<file path="config.mk">
export PLATFORM = sky130hd
export DESIGN_NAME = sysbus_window_router
export DESIGN_NICKNAME = d
export VERILOG_FILES = /design/src/rtl/swr_pkg.sv /design/src/rtl/swr_window.sv /design/src/rtl/swr_prio_pick.sv /design/src/rtl/swr_pci_decode.sv /design/src/rtl/sysbus_window_router.sv
export SDC_FILE = /design/constraint.sdc
export NUM_CORES = 1
export LEC_CHECK = 0
export BUFFER_PORTS_ARGS = -buffer_cell sky130_fd_sc_hd__buf_2
export CAP_MARGIN = 40
export CORE_UTILIZATION = 54
export DETAILED_ROUTE_END_ITERATION = 10
export HOLD_SLACK_MARGIN = 0.05
export PLACE_DENSITY = 0.89
export SLEW_MARGIN = 10
export SYNTH_ARGS = -nofsm -noshare
export SYNTH_HDL_FRONTEND = slang
export SYNTH_SLANG_ARGS = --single-unit
</file>
<file path="constraint.sdc">
create_clock -name clk -period 3.01 [get_ports clk]
set_input_delay 0.301 -clock clk [delete_from_list [all_inputs] [get_ports clk]]
set_output_delay 0.301 -clock clk [all_outputs]
set_load 0.005 [all_outputs]
</file>
<file path="src/rtl/swr_pkg.sv">
package swr_pkg;

  localparam int SYS_AW  = 48;
  localparam int PCI_AW  = 32;
  localparam int NUM_WIN = 4;
  localparam int PRIO_W  = 2;

  // window indices at system level
  localparam int WIN_LORAM = 0;
  localparam int WIN_HIRAM = 1;
  localparam int WIN_VIDEO = 2;
  localparam int WIN_HOLE  = 3;

  // windows whose destination is the PCI space rather than RAM
  localparam logic [NUM_WIN-1:0] FWD_PCI_MASK = 4'b1100;

  typedef enum logic [2:0] {
    TGT_NONE = 3'd0,
    TGT_RAM  = 3'd1,
    TGT_PCI  = 3'd2,
    TGT_VRAM = 3'd3,
    TGT_MMIO = 3'd4
  } tgt_e;

  function automatic logic [SYS_AW-1:0] win_base(int i);
    case (i)
      WIN_LORAM: win_base = 48'h0000_0000_0000;
      WIN_HIRAM: win_base = 48'h0001_0000_0000;
      WIN_VIDEO: win_base = 48'h0000_000A_0000;
      default:   win_base = 48'h0000_E000_0000;
    endcase
  endfunction

  function automatic logic [SYS_AW-1:0] win_limit(int i);
    case (i)
      WIN_LORAM: win_limit = 48'h0000_DFFF_FFFF;
      WIN_HIRAM: win_limit = 48'h0001_1FFF_FFFF;
      WIN_VIDEO: win_limit = 48'h0000_000B_FFFF;
      default:   win_limit = 48'h0000_FFFF_FFFF;
    endcase
  endfunction

  // offset added after the window base is removed
  function automatic logic [SYS_AW-1:0] win_dest(int i);
    case (i)
      WIN_LORAM: win_dest = 48'h0000_0000_0000;
      WIN_HIRAM: win_dest = 48'h0000_E000_0000;
      WIN_VIDEO: win_dest = 48'h0000_000A_0000;
      default:   win_dest = 48'h0000_E000_0000;
    endcase
  endfunction

  function automatic logic [PRIO_W-1:0] win_prio(int i);
    win_prio = (i == WIN_VIDEO) ? 2'd1 : 2'd0;
  endfunction

  // PCI-space layout
  localparam logic [PCI_AW-1:0] VAREA_BASE  = 32'h000A_0000;
  localparam logic [PCI_AW-1:0] VAREA_LIMIT = 32'h000B_FFFF;
  localparam int                NUM_BANKS   = 2;
  localparam int                BANK_SPAN   = 32'h8000;
  localparam int                BANK_STRIDE = 32'h1_0000;
  localparam logic [PCI_AW-1:0] VBAR_BASE   = 32'hE100_0000;
  localparam logic [PCI_AW-1:0] VBAR_LIMIT  = 32'hE1FF_FFFF;
  localparam logic [PCI_AW-1:0] MMIO_BASE   = 32'hE200_0000;
  localparam logic [PCI_AW-1:0] MMIO_LIMIT  = 32'hE200_FFFF;

endpackage

</file>
<file path="src/rtl/swr_window.sv">
// One address window: removes its base, checks the span, adds its destination.
module swr_window #(
  parameter int             AW    = 48,
  parameter logic [AW-1:0]  BASE  = '0,
  parameter logic [AW-1:0]  LIMIT = '1,
  parameter logic [AW-1:0]  DEST  = '0
) (
  input  logic [AW-1:0] addr_i,
  output logic          hit_o,
  output logic [AW-1:0] addr_o
);
  localparam logic [AW-1:0] SPAN = LIMIT - BASE;

  logic [AW-1:0] off;

  always_comb begin
    off    = addr_i - BASE;
    hit_o  = (off <= SPAN);
    addr_o = off + DEST;
  end
endmodule

</file>
<file path="src/rtl/swr_prio_pick.sv">
// Selects the highest-priority hitting window; ties go to the lowest index.
module swr_prio_pick #(
  parameter int N  = 4,
  parameter int PW = 2,
  localparam int IW = (N > 1) ? $clog2(N) : 1
) (
  input  logic [N-1:0]    hit_i,
  input  logic [N*PW-1:0] prio_i,
  output logic            found_o,
  output logic [IW-1:0]   sel_o
);
  logic [PW-1:0] best;

  always_comb begin
    found_o = 1'b0;
    sel_o   = '0;
    best    = '0;
    for (int i = 0; i < N; i++) begin
      if (hit_i[i] && (!found_o || prio_i[i*PW +: PW] > best)) begin
        found_o = 1'b1;
        sel_o   = IW'(i);
        best    = prio_i[i*PW +: PW];
      end
    end
  end
endmodule

</file>
<file path="src/rtl/swr_pci_decode.sv">
// Second-level decode inside the 32-bit PCI space.
module swr_pci_decode
  import swr_pkg::*;
#(
  parameter int PW = PCI_AW
) (
  input  logic [PW-1:0] pci_addr_i,
  output tgt_e          tgt_o,
  output logic [PW-1:0] dev_addr_o
);
  logic                 area_hit;
  logic [PW-1:0]        area_off;
  logic [NUM_BANKS-1:0] bank_hit;
  logic [PW-1:0]        bank_addr [NUM_BANKS];
  logic                 vbar_hit, mmio_hit;
  logic [PW-1:0]        vbar_addr, mmio_addr;

  // video area container: rebases to its own offset
  swr_window #(.AW(PW), .BASE(VAREA_BASE), .LIMIT(VAREA_LIMIT), .DEST('0)) u_area (
    .addr_i(pci_addr_i), .hit_o(area_hit), .addr_o(area_off)
  );

  // banks inside the container, each an alias onto video RAM
  for (genvar j = 0; j < NUM_BANKS; j++) begin : g_bank
    swr_window #(
      .AW(PW),
      .BASE (PW'(j * BANK_SPAN)),
      .LIMIT(PW'(j * BANK_SPAN + BANK_SPAN - 1)),
      .DEST (PW'((j + 1) * BANK_STRIDE))
    ) u_bank (
      .addr_i(area_off), .hit_o(bank_hit[j]), .addr_o(bank_addr[j])
    );
  end

  swr_window #(.AW(PW), .BASE(VBAR_BASE), .LIMIT(VBAR_LIMIT), .DEST('0)) u_vbar (
    .addr_i(pci_addr_i), .hit_o(vbar_hit), .addr_o(vbar_addr)
  );

  swr_window #(.AW(PW), .BASE(MMIO_BASE), .LIMIT(MMIO_LIMIT), .DEST('0)) u_mmio (
    .addr_i(pci_addr_i), .hit_o(mmio_hit), .addr_o(mmio_addr)
  );

  always_comb begin
    tgt_o      = TGT_PCI;
    dev_addr_o = pci_addr_i;
    if (vbar_hit) begin
      tgt_o      = TGT_VRAM;
      dev_addr_o = vbar_addr;
    end else if (mmio_hit) begin
      tgt_o      = TGT_MMIO;
      dev_addr_o = mmio_addr;
    end else if (area_hit) begin
      for (int j = 0; j < NUM_BANKS; j++) begin
        if (bank_hit[j]) begin
          tgt_o      = TGT_VRAM;
          dev_addr_o = bank_addr[j];
        end
      end
    end
  end
endmodule

</file>
<file path="src/rtl/sysbus_window_router.sv">
module sysbus_window_router
  import swr_pkg::*;
#(
  parameter int ADDR_W = SYS_AW,
  parameter int PCI_W  = PCI_AW
) (
  input  logic              clk,
  input  logic              rst_n,
  input  logic              req_valid,
  input  logic [ADDR_W-1:0] req_addr,
  input  logic              vga_win_en,
  output logic              rsp_valid,
  output logic [2:0]        rsp_target,
  output logic [ADDR_W-1:0] rsp_addr,
  output logic              rsp_hit
);
  localparam int IDX_W = $clog2(NUM_WIN);

  // reset: asserted asynchronously, released on the clock
  logic [1:0] rst_sync_q;
  logic       rst_int_n;

  always_ff @(posedge clk or negedge rst_n) begin
    if (!rst_n) rst_sync_q <= '0;
    else        rst_sync_q <= {rst_sync_q[0], 1'b1};
  end
  assign rst_int_n = rst_sync_q[1];

  // system-level windows
  logic [NUM_WIN-1:0]        raw_hit, win_hit;
  logic [ADDR_W-1:0]         win_addr [NUM_WIN];
  logic [NUM_WIN*PRIO_W-1:0] prio_flat;

  for (genvar i = 0; i < NUM_WIN; i++) begin : g_win
    swr_window #(
      .AW(ADDR_W),
      .BASE (ADDR_W'(win_base(i))),
      .LIMIT(ADDR_W'(win_limit(i))),
      .DEST (ADDR_W'(win_dest(i)))
    ) u_win (
      .addr_i(req_addr), .hit_o(raw_hit[i]), .addr_o(win_addr[i])
    );
    assign prio_flat[i*PRIO_W +: PRIO_W] = win_prio(i);
    if (i == WIN_VIDEO) begin : g_gated
      assign win_hit[i] = raw_hit[i] & vga_win_en;
    end else begin : g_open
      assign win_hit[i] = raw_hit[i];
    end
  end

  logic             found;
  logic [IDX_W-1:0] sel;

  swr_prio_pick #(.N(NUM_WIN), .PW(PRIO_W)) u_pick (
    .hit_i(win_hit), .prio_i(prio_flat), .found_o(found), .sel_o(sel)
  );

  logic [ADDR_W-1:0] sel_addr;
  tgt_e              pci_tgt;
  logic [PCI_W-1:0]  pci_dev_addr;

  assign sel_addr = win_addr[sel];

  swr_pci_decode #(.PW(PCI_W)) u_pci (
    .pci_addr_i(sel_addr[PCI_W-1:0]), .tgt_o(pci_tgt), .dev_addr_o(pci_dev_addr)
  );

  // next-state
  tgt_e              nxt_tgt;
  logic [ADDR_W-1:0] nxt_addr;
  logic              nxt_hit;

  always_comb begin
    nxt_tgt  = TGT_NONE;
    nxt_addr = '0;
    nxt_hit  = found;
    if (found) begin
      if (FWD_PCI_MASK[sel]) begin
        nxt_tgt  = pci_tgt;
        nxt_addr = ADDR_W'(pci_dev_addr);
      end else begin
        nxt_tgt  = TGT_RAM;
        nxt_addr = sel_addr;
      end
    end
  end

  // registers
  logic              valid_q, hit_q;
  tgt_e              tgt_q;
  logic [ADDR_W-1:0] addr_q;

  always_ff @(posedge clk or negedge rst_int_n) begin
    if (!rst_int_n) begin
      valid_q <= 1'b0;
      tgt_q   <= TGT_NONE;
      addr_q  <= '0;
      hit_q   <= 1'b0;
    end else begin
      valid_q <= req_valid;
      if (req_valid) begin
        tgt_q  <= nxt_tgt;
        addr_q <= nxt_addr;
        hit_q  <= nxt_hit;
      end
    end
  end

  assign rsp_valid  = valid_q;
  assign rsp_target = tgt_q;
  assign rsp_addr   = addr_q;
  assign rsp_hit    = hit_q;
endmodule

</file>
==> reports/qor.txt, run 1 <==
Outcome - aborted with a tool error
Failed at - global routing (5_1_grt)
Err - [ERROR GRT-0116] Global routing finished with congestion. Check the congestion regions in the DRC Viewer.
TritonCTS Buffers - 5
Sequential-to-total area share from yosys stat - 0.290
Compound-Gate Fraction of Synth Area - 0.214
Grt ovf - 45
Post-Synth Simple-Gate Area - 0.330
Mapped Avg Cell Area - 8.33 um2
Aggregate global-route resource usage - 0.771
Clk buf depth - 2
H-tree levels - 2
Synth Cell Area - 4740 um2
Async SR Flop Fraction - 1.00
Starting Density - 0.569
First-pass GRT wire length - 51200 um
GPL Wtd Cong - 1.08
Vias in the first global route - 8419
Ys Warns - 0
Post-Syn Nets - 639
Clk sinks - 55
Top-area cell type share of the netlist area - 0.290
Cells after Synth - 569
Die Ht - 95.7 um
Yosys cell types - 84
Main combinational cell family by area after synthesis - simple AND/OR/NAND/NOR gates
Largest net degree at the start of global routing - 39
Register bit total from synthesis - 55
Dominant cell type by area after synthesis - dfrtp_1
Synth Area in XOR/XNOR - 0.0536
CTS root buffer - clkbuf_8
Top_reg_cell synth - dfrtp_1
# placed instances - 940
Largest cells by area after synthesis - dfrtp_1 (29%), ha_1 (4.7%), nand2_1 (4.3%)
Buffers on Ports - 104
Dpl hpwl - 16600 um
IO Pins - 105
Placement Cell Area - 7020 um2
Post-synth EDFFs - 0
Synth Area in Adders - 0.0475
Die extent in x - 95.7 um
Mux cell area share after synthesis - 0.0156
Row cnt - 33
## logic make-up after synthesis
group / Yosys count
muxes: 7
buffers and inverters: 55
adders and majority gates: 18
and+or+nand+nor: 273
DFF: 55
AOI/OAI and AO/OA: 131
other: 1
xor gates and xnor gates: 29
## Yosys cell counts, drive strengths merged, types with 4 or more instances
master and instances:
or3 8, nor2b 22, inv 21, nand3 21, clkbuf 25, nor3 22
buf 9, o21ai 20, mux2i 4, or4 9, nand4 25, nor4 25
a21boi 5, o2111ai 4, and4 6, nand2 55, a2111oi 6, a21o 4
o31ai 7, xor2 9, nor4b 4, a22o 22, nor2 41, xnor2 20
o211ai 5, nor3b 4, a21oi 18, o2bb2ai 4, nand2b 8, ha 18
dfrtp 55, and3 8
## metal layers
| layer | GRT overflow | global-route usage |
|---|---|---|
| met1 | 0 | 0.776 |
| met2 | 28 | 0.898 |
| met3 | 3 | 0.662 |
| met4 | 14 | 0.750 |
| met5 | 0 | 0.351 |
## through the flow
step                      hold slack, ns  setup slack, ns  utilization  TNS (ns)
after floorplan                  0.00541           -0.522            -     -5.48
after global placement            0.0879           -0.586        0.839    -19.43
after detailed placement          0.0860           -0.942        0.842    -24.42
after CTS                          0.197           -0.348        0.905     -4.98
## timing repair
item	CTS
cloned	1
hold buffers	1
endpoints found under the setup margin	38
pin swaps	19
gates resized for setup	47
endpoints found under the hold margin	2
setup buffers	18
==> run 2, diff against run 1 <==
CORE_UTILIZATION = 39   (was 54)
HOLD_SLACK_MARGIN = unset   (was 0.05)
PLACE_DENSITY = unset   (was 0.89)
PLACE_DENSITY_LB_ADDON = 0.15   (was unset)
==> run 2 against run 1 <==
Effect of this change: the flow now finishes, with violations (design-rule violations, negative setup slack); synthesized cell count stayed put; synthesized area stayed put.
==> reports/qor.txt, run 2 <==
Filler cells - 957
ANT nets after route - 0
Max VDD drop - 0.301 mV
Buffers on Ports - 104 (unchanged)
Residual DRC - 6
Die Ht - 112 um (+17%)
Mapped Avg Cell Area - 8.33 um2 (unchanged)
Max Cap Viol - 0
Starting Density - 0.408 (-0.160)
Row cnt - 39 (+18%)
Register share of total power - 0.356
Vias in the first global route - 5994
FF-to-FF End - rsp_addr[15]$_DFFE_PN0P_
Crit path max fanout - 3
Largest net degree at the start of global routing - 38
Top_reg_cell synth - dfrtp_1
Net Sw Frac - 0.285
Psw - 0.598 mW
Worst Path Required - 3.25 ns
DR pass1 iterations - 7
Max reg flops - 48
Ys Warns - 0 (unchanged)
Clk Latency, worst-skew pair - 0.29 ns
Wire length on met3 - 938 um
# nets final - 950
WL/cell - 19.3 um
Pint - 1.50 mW
DR iter-0 viols - 425
Largest cells by area after synthesis - dfrtp_1 (29%), ha_1 (4.7%), nand2_1 (4.3%)
Rel. slew slack - 0.646
Met2 wire length - 9830 um
Top-area cell type share of the netlist area - 0.290 (unchanged)
Multi-input logic area - 3770 um2
Clk sinks - 55 (unchanged)
Core area - 11600 um2
Clk_skew - 0.00322 ns
Kind of critical path - in -> reg
Combinational cell fraction of total power - 0.294
Post-Place Worst Slack - -0.817 ns (+0.126 ns)
Crit-path slowest cell - or4_4
Min Hold Slack - 0.187 ns
Most frequent cells in the layout - buf_4 (216), buf_2 (101), dfrtp_1 (54)
Setup crit end - rsp_addr[17]$_DFFE_PN0P_
Fin cells - 1024
Yosys cell types - 84 (unchanged)
Die area - 12600 um2
Crit start category - input port
Dpl hpwl - 15600 um (-5.8%)
M1 WL - 8450 um
Aggregate global-route resource usage - 0.322
Dominant cell by count in the synthesized netlist - dfrtp_1
Post-synth EDFFs - 0 (unchanged)
CTS tree - yes
Worst setup startpoint - req_addr[33]
P per Cell Area - 261 nW/um2
Synth Cell Area - 4740 um2 (unchanged)
# placed instances - 989 (+5.2%)
H-tree levels - 2 (unchanged)
Worst-Margin Slew - 0.527 ns
TritonCTS Buffers - 5 (unchanged)
R2R depth - 2
Final min period - 3.35 ns
Sequential-to-total area share from yosys stat - 0.290 (unchanged)
Final clock period utilization by the worst path - 1.11
Initial antenna violation count - 0
Async SR Flop Fraction - 1.00 (unchanged)
Violated checks - design-rule violations, negative setup slack
Worst-path clk slew - 0.07 ns
Commonest cells post-synth - dfrtp_1 (55), nand2_1 (54), nor2_1 (41)
Cells after Synth - 569 (unchanged)
Worst min path class - reg -> async
Commonest non-fill, non-tap cell in the layout - buf_4
Top Metal Used - met4
Crit path DAT - 3.58 ns
Dominant cell type by area after synthesis - dfrtp_1
R2R Path Start - rsp_addr[15]$_DFFE_PN0P_
GPL Wtd Cong - 0.968 (-11%)
Via density - 5.73
Antenna cells - 0
Outcome - finished, violations left
Setup-failing EPs final - 37
FF+latch area - 1380 um2
Final Routed Wirelength - 19800 um
Cell breakdown of the critical path - buf_8, buf_6, or4_4, buf_6, nor4_4, xnor2_2, buf_4, or3b_4, nor4_4, o32ai_2, o21ai_2, o21a_4, or2_4, nor2_2, a32oi_1, a22o_1
Area Growth Syn to Fin - 69.5%
CP peak stage delay - 0.51 ns
Via count - 5868
Grt ovf - 0
Clock network power share - 0.351
Layout cells sized above 1 - 0.516
IO Pins - 105 (unchanged)
Max-slew violation count - 0
First-pass GRT wire length - 31700 um
Post-Syn Nets - 639 (unchanged)
Crit end category - flip-flop
Register bit total from synthesis - 55 (unchanged)
Flop2flop setup slack - 2.19 ns
Fin util - 0.692
Clk buf depth - 2 (unchanged)
Fmax - 299 MHz
Lkg Pwr - 3.74 nW
CTS root buffer - clkbuf_16
Die extent in x - 112 um (+17%)
Worst setup margin - -0.336 ns
RSZ-0062 raised after global routing - yes
Final Power - 2.10 mW
Final Hold Fails - 0
==> run 2: how the worst min path moves through the flow <==
stage                                  from                  endpoint  slack [ns]  cells after the start
floorplan                             rst_n   rst_sync_q[0]$_DFF_PN0_       0.005                      0
global placement                      rst_n   rst_sync_q[0]$_DFF_PN0_        0.09                      1
detailed placement                    rst_n   rst_sync_q[0]$_DFF_PN0_        0.09                      1
CTS                 rst_sync_q[1]$_DFF_PN0_  rsp_addr[40]$_DFFE_PN0P_        0.20                      0
global route        rst_sync_q[1]$_DFF_PN0_  rsp_addr[40]$_DFFE_PN0P_        0.23                      0
finish              rst_sync_q[1]$_DFF_PN0_  rsp_addr[34]$_DFFE_PN0P_        0.19                      0
==> run 2: cell families (layout without fill, tap and decap cells) <==
logic type | Yosys count | in the layout | share of synthesized area
DFF | 55 | 55 | 0.290
buffers and inverters | 55 | 367 | 0.0478
adders and majority gates | 18 | 18 | 0.0475
other | 1 | 1 | 0.000791
AOI/OAI and AO/OA | 131 | 131 | 0.214
muxes | 7 | 7 | 0.0156
and+or+nand+nor | 273 | 273 | 0.330
xor gates and xnor gates | 29 | 29 | 0.0536
==> run 2: power by group through the flow <==
stage | clock (mW) | combinational (mW) | sequential, mW
finish | 0.737 | 0.617 | 0.747
floorplan | 0 | 0.250 | 0.767
global route | 0.772 | 0.662 | 0.748
detailed placement | 0 | 0.555 | 0.761
global placement | 0 | 0.538 | 0.770
CTS | 0.743 | 0.600 | 0.747
==> run 2: layer usage <==
metal | up-vias | global-route usage
li1 | 2774 | -
met1 | 2859 | 0.415
met2 | 191 | 0.564
met3 | 44 | 0.0329
met4 | 0 | 0.107
met5 | - | 0
==> run 2: critical path: cells and delay by family <==
kind / cells / cell delay (ns)
xor gates and xnor gates: 1 / 0.17
and+or+nand+nor: 6 / 1.72
AOI/OAI and AO/OA: 5 / 0.89
buffers and inverters: 4 / 0.50
==> run 2: through the flow <==
stage	area [um2]	TNS [ns]
finish	8040	-8.67
global placement	7110	-23.68
detailed placement	7130	-26.45
CTS	7890	-5.08
floorplan	5050	-5.48
global route	8040	-13.32
==> run 2: area by class of cell <==
type,count,area share
Clock buffer,6,0.0160
Tap cell,143,0.0223
Sequential cell,55,0.171
Timing Repair Buffer,338,0.303
Clock inverter,2,0.00747
Multi-Input combinational cell,459,0.469
Inverter,21,0.0111
==> run 2: what timing repair did <==
item | CTS | global route
gates cloned | 3 | 0
setup endpoints to repair | 38 | 38
hold endpoints to repair | 2 | 0
gates resized for setup | 76 | 24
hold buffers | 1 | 0
pin swaps | 24 | 12
buffers inserted | 18 | 5
(Power assumes the default switching activity.)
